### src/rtl/mbt_pkg.sv
package mbt_pkg;

  typedef enum logic [1:0] {
    MBT_CC0 = 2'd0,
    MBT_CC1 = 2'd1,
    MBT_CC2 = 2'd2,
    MBT_CC3 = 2'd3
  } mbt_code_e;

  // Keep only the low NW bits of a W-bit word.
  function automatic logic [63:0] mbt_narrow(input logic [63:0] w, input int unsigned nw);
    logic [63:0] keep;
    keep = (nw >= 64) ? {64{1'b1}} : ((64'd1 << nw) - 64'd1);
    return w & keep;
  endfunction

  // Decision table from the three observed facts.
  function automatic mbt_code_e mbt_decide(input logic none_set, input logic all_set,
                                           input logic lead_bit, input logic wide,
                                           input logic insert);
    mbt_code_e c;
    if (none_set) c = MBT_CC0;
    else if (insert) c = lead_bit ? MBT_CC1 : MBT_CC2;
    else if (all_set) c = MBT_CC3;
    else if (!wide) c = MBT_CC1;
    else c = lead_bit ? MBT_CC2 : MBT_CC1;
    return c;
  endfunction

endpackage

### src/rtl/mbt_lzc.sv
module mbt_lzc #(
  parameter int W = 64,
  localparam int CW = $clog2(W + 1)
) (
  input  logic [W-1:0]  vec,
  output logic [CW-1:0] count,
  output logic          all_zero
);
  // above[i] is high when any bit at position i or higher is set.
  logic [W-1:0] above;

  genvar gi;
  generate
    for (gi = W - 1; gi >= 0; gi--) begin : g_prefix
      if (gi == W - 1) begin : g_top
        assign above[gi] = vec[gi];
      end else begin : g_rest
        assign above[gi] = vec[gi] | above[gi+1];
      end
    end
  endgenerate

  // Positions with nothing set at or above them are the leading zeros.
  assign count    = CW'(W - $countones(above));
  assign all_zero = ~above[0];

endmodule

### src/rtl/mbt_lead_pick.sv
module mbt_lead_pick #(
  parameter int W = 64,
  localparam int CW = $clog2(W + 1)
) (
  input  logic [W-1:0]  value,
  input  logic [CW-1:0] shamt,
  output logic          lead_bit
);
  logic [W-1:0] shifted;

  assign shifted  = value << shamt;
  assign lead_bit = shifted[W-1];

endmodule

### src/rtl/mbt_code_eval.sv
module mbt_code_eval
  import mbt_pkg::*;
#(
  parameter int W = 64
) (
  input  logic [W-1:0] value,
  input  logic [W-1:0] mask,
  input  logic         lead_bit,
  input  logic         wide,
  input  logic         insert,
  output logic         none_set,
  output logic         all_set,
  output mbt_code_e    code
);
  logic [W-1:0] sel;

  assign sel      = value & mask;
  assign none_set = (sel == '0);
  assign all_set  = (sel == mask);
  assign code     = mbt_decide(none_set, all_set, lead_bit, wide, insert);

endmodule

### src/rtl/mbt_cond_unit.sv
module mbt_cond_unit
  import mbt_pkg::*;
#(
  parameter int DATA_W   = 64,
  parameter int NARROW_W = 32
) (
  input  logic              clk,
  input  logic              rst_n,
  input  logic              in_valid,
  input  logic [DATA_W-1:0] in_value,
  input  logic [DATA_W-1:0] in_mask,
  input  logic              in_wide,
  input  logic              in_insert,
  output logic              out_valid,
  output logic [1:0]        out_code
);
  localparam int CW    = $clog2(DATA_W + 1);
  localparam int IDX_W = $clog2(DATA_W);

  logic [DATA_W-1:0] eff_value, eff_mask;
  logic [CW-1:0]     lz_count;
  logic              mask_zero;
  logic              lead_bit;
  logic              none_set, all_set;
  mbt_code_e         next_code;
  logic [IDX_W-1:0]  lead_idx;

  // Narrow width clears the upper half; the count over the full width then
  // still lands on the mask's leftmost 1.
  assign eff_value = in_wide ? in_value : DATA_W'(mbt_narrow(64'(in_value), NARROW_W));
  assign eff_mask  = in_wide ? in_mask  : DATA_W'(mbt_narrow(64'(in_mask), NARROW_W));

  mbt_lzc #(.W(DATA_W)) u_lzc (
    .vec      (eff_mask),
    .count    (lz_count),
    .all_zero (mask_zero)
  );

  mbt_lead_pick #(.W(DATA_W)) u_pick (
    .value    (eff_value),
    .shamt    (lz_count),
    .lead_bit (lead_bit)
  );

  mbt_code_eval #(.W(DATA_W)) u_eval (
    .value    (eff_value),
    .mask     (eff_mask),
    .lead_bit (lead_bit),
    .wide     (in_wide),
    .insert   (in_insert),
    .none_set (none_set),
    .all_set  (all_set),
    .code     (next_code)
  );

  always_ff @(posedge clk or negedge rst_n) begin
    if (!rst_n) begin
      out_valid <= 1'b0;
      out_code  <= 2'd0;
    end else begin
      out_valid <= in_valid;
      if (in_valid) out_code <= next_code;
    end
  end

  assign lead_idx = IDX_W'(DATA_W - 1) - IDX_W'(lz_count);

  // output strobe follows the request by one cycle
  a_r1_valid_follow: assert property (@(posedge clk) disable iff (!rst_n)
    in_valid |=> out_valid);
  a_r1_valid_quiet: assert property (@(posedge clk) disable iff (!rst_n)
    !in_valid |=> !out_valid);
  // code holds across idle cycles
  a_r1_code_hold: assert property (@(posedge clk) disable iff (!rst_n)
    !in_valid |=> $stable(out_code));
  // nothing selected gives code 0
  a_r3_none_zero: assert property (@(posedge clk) disable iff (!rst_n)
    (in_valid && none_set) |=> (out_code == 2'd0));
  // full match in test mode gives 3
  a_r4_all_three: assert property (@(posedge clk) disable iff (!rst_n)
    (in_valid && !in_insert && !none_set && all_set) |=> (out_code == 2'd3));
  // narrow test never reports 2
  a_r5_narrow_no_two: assert property (@(posedge clk) disable iff (!rst_n)
    (in_valid && !in_wide && !in_insert) |=> (out_code != 2'd2));
  // insert mode never reports 3
  a_r8_insert_no_three: assert property (@(posedge clk) disable iff (!rst_n)
    (in_valid && in_insert) |=> (out_code != 2'd3));
  // the count points at a set mask bit with no set bit above it
  a_r10_lead_is_set: assert property (@(posedge clk) disable iff (!rst_n)
    !mask_zero |-> eff_mask[lead_idx]);
  a_r10_lead_pick: assert property (@(posedge clk) disable iff (!rst_n)
    !mask_zero |-> (lead_bit == eff_value[lead_idx]));
  // narrow width leaves an upper-half-only mask at count 64
  a_r9_narrow_hides_top: assert property (@(posedge clk) disable iff (!rst_n)
    (!in_wide && (in_mask[NARROW_W-1:0] == '0)) |-> mask_zero);

endmodule

### config.mk
export PLATFORM = sky130hd
export DESIGN_NAME = mbt_cond_unit
export DESIGN_NICKNAME = d
export VERILOG_FILES = /design/src/rtl/mbt_pkg.sv /design/src/rtl/mbt_lzc.sv /design/src/rtl/mbt_lead_pick.sv /design/src/rtl/mbt_code_eval.sv /design/src/rtl/mbt_cond_unit.sv
export SDC_FILE = /design/constraint.sdc
export NUM_CORES = 1
export LEC_CHECK = 0
export BUFFER_PORTS_ARGS = -buffer_cell sky130_fd_sc_hd__buf_2
export CORE_MARGIN = 2
export CORE_UTILIZATION = 40
export DETAILED_ROUTE_END_ITERATION = 7
export PLACE_DENSITY = 0.78
export SYNTH_ARGS = -nofsm -noshare
export SYNTH_HDL_FRONTEND = slang
export SYNTH_SLANG_ARGS = --single-unit
export TNS_END_PERCENT = 30
### constraint.sdc
create_clock -name clk -period 1 [get_ports clk]
set_input_delay 0.1 -clock clk [delete_from_list [all_inputs] [get_ports clk]]
set_output_delay 0.1 -clock clk [all_outputs]
set_load 0.005 [all_outputs]
==> metrics.md <==
| Metric | Value |
|---|---|
| Outcome | finished with violations |
| Failing checks | setup timing |
| CTS root buf | clkbuf_8 |
| DR WL/cell | 19.2 µm |
| Clk sink count | 3 |
| Final WS setup | -6730 ps |
| CP max FO | 12 |
| Worst min-delay path class | in2reg |
| Drt via density | 5.46 |
| ANT cells | 0 |
| Area growth from synthesis to layout | 61.0% |
| Max_slew headroom | between 70% and 80% |
| Crit. Startpoint | in_mask[62] |
| CP dominant cell by count | fa_1 |
| Std cell rows | 36 |
| Data required, critical path | between 1000 and 1500 ps |
| Final period util | 773% |
| Synth area leader | fa_1 |
| WS Path Type | in2reg |
| Detailed Route Iter0 Violations | about 240 |
| Number of flops mapped to enable cells by yosys | 0 |
| CP Data Arrival Time | 7830 ps |
| First-pass GRT wire length | between 20000 and 30000 µm |
| Asr flop ratio synth | between 90% and 100% |
| Ratio of cells with drive above 1 in the final layout | between 50% and 60% |
| Fillers | between 800 and 900 |
| Worst VDD drop | slightly above 2 mV |
| Syn Nets | 679 |
| Placed cells | 910 |
| Number of remaining DRC errors | 0 |
| Critical path's largest stage delay | just over 600 ps |
| Synth top area cells | fa_1 29%, inv_1 12%, ha_1 8.6% |
| Antenna violations before repair | 0 |
| Largest net degree at the start of global routing | 19 |
| Area of the mapped netlist | just under 0.004 mm² |
| Hold Vio Cnt, Final | 0 |
| Die area | 0.0107 mm² |
| Largest delay share family, worst path | adder cells |
| H-tree levels | 1 |
| All-Layer GR Usage | roughly a third |
| Clk_lat worst skew | around 210 ps |
| Most common cell after layout, fill and taps aside | buf_4 |
| Drt total wl | around 18000 µm |
| TritonCTS buffer count | 3 |
| GRT overflow | 0 |
| Initial core utilization | 40.7% |
| Worst-path clk slew | roughly 30 ps |
| HP Start | in_valid |
| Main synth FF type | dfrtp_1 |
| RSZ-0062 raised after global routing | true |
| Vias in the first global route | between 5k and 6k |
| Worst Tran Pin Value | approximately 400 ps |
| Die width | just over 100 µm |
| Fin. max-slew vios | 0 |
| Buffers & Inverters on Critical Path | 10 |
| Pwr/cell area | between 2000 and 3000 mW/mm² |
| FF+latch area | 75.1 µm² |
| Port Buffers | 135 |
| Hpwl dp | approximately 16000 µm |
| Tot Pwr | 17400 µW |
| Worst Setup End Kind | flip-flop |
| Syn Area/Cell | roughly 8.5 µm² |
| Non-filler cells in the finished layout | between 900 and 1k |
| #FFs+latches synth | 3 |
| GPL Wtd Cong | approximately 1.0 |
| Sequential area share after synthesis | under 10% |
| Ys Warns | 0 |
| Critical path's slowest cell | fa_2 |
| Core Box Area | ~0.0097 mm² |
| Minimum clock period | about 7700 ps |
| Post-place setup slack | -7120 ps |
| Commonest non-fill, non-tap cells in the layout | 193 x buf_4, 135 x buf_2, 121 x inv_1, 45 x fa_1, 33 x o22ai_1 |
| Crit start category | input pin |
| Remaining antenna violation count after routing | 0 |
| CTS tree | done |
| Clk buf depth | 2 |
| I/O Pins | approximately 140 |
| Area occupied by multi-input gates | approximately 0.0034 mm² |
| Post-synthesis cell count | around 460 |
| Reg-to-Reg Start | out_code[1] |
| Die height | ~100 µm |
| Fmax achieved | around 0.13 GHz |
| Setup slack, reg-to-reg | -70 ps |
| Post-synth top area share | about 29% |
| Setup violators final | 2 |
| Max Cap Violations | 0 |
| Leakage power | roughly 0.0032 µW |
| Final Skew | 0 ps |
| Drt pass-1 iters | 5 |
| Vias | roughly 5.0k |
| Distinct cells, synth | 59 |
| Final #Nets | about 1.0k |
## routing by layer
layer  vias to the layer above  wire length, µm  global-route usage, %
met2                       311             8440                   58.0
met4                         0             1100                   16.7
met5                         -                0                      0
li1                       2282                -                      -
met3                        66             1390                   3.70
met1                      2362             6720                   40.1
## per-stage QoR
stage | instance area [µm²] | hold WS, ps | setup TNS, ps | utilization [%]
2_1_floorplan | 4000 | -196 | -13050 | -
3_3_place_gp | 6180 | -106 | -13740 | 63.9
3_5_place_dp | 6180 | -99.1 | -14170 | 63.9
4_1_cts | 6340 | 45.2 | -13410 | 65.5
5_1_grt | 6350 | 43.3 | -13980 | 65.6
6_report | 6350 | 53.3 | -13420 | 65.6
## flip-flops by register name (all words and copies together), names as in the netlist
register and flops:
out_code 2, out_valid 1
## area by class of cell
| cell class | instances | area share, % |
|---|---|---|
| sequential | 3 | 1.18 |
| inverter | 127 | 7.62 |
| timing repair buffer | 331 | 34.1 |
| clock buffer | 4 | 0.709 |
| multi-input combinational | 321 | 53.8 |
| tap | 133 | 2.62 |
## report_power, final
| group | leakage, µW | switching (µW) | internal (µW) |
|---|---|---|---|
| Sequential | 0.0000361 | 23.5 | 169 |
| Clock | 0.0000228 | 85.2 | 272 |
| Combinational | 0.00318 | 7770 | 9050 |
## worst paths after layout
kind,endpoint,depth (start not counted)
setup / recovery,out_code[1],32
hold / removal,out_valid,1
setup reg to reg,out_code[1],3
hold reg to reg,out_code[0],2
max in group asynchronous,out_code[1],2
min in group asynchronous,out_valid,2
## what timing repair did
action,CTS,global route
setup endpoints to repair,2,2
resized for setup,18,2
hold buffers,1,0
hold endpoints to repair,3,0
gates cloned,0,0
buffers inserted,4,0
pin swaps,4,2
## cells by family after synthesis
family,after synthesis,share of synthesized area [%]
compound gates,93,17.6
xor+xnor,2,0.444
fa+ha+maj,84,37.5
buf+inv,138,14.4
flops,3,1.90
mux,24,10.6
simple gates,118,17.6
## synthesized netlist by cell type, types with 5 or more instances
cell / number
a21oi_1: 5
inv_1: 125
fa_1: 57
mux2i_1: 9
ha_1: 27
nand4_1: 16
nand2_1: 20
nor2_1: 23
nor4_1: 17
a22o_1: 7
a22oi_1: 16
o21ai_0: 7
o22ai_1: 33
mux4_2: 14
a221oi_1: 8
nand3_1: 15
Note: power is estimated with default switching activity, not from simulation.
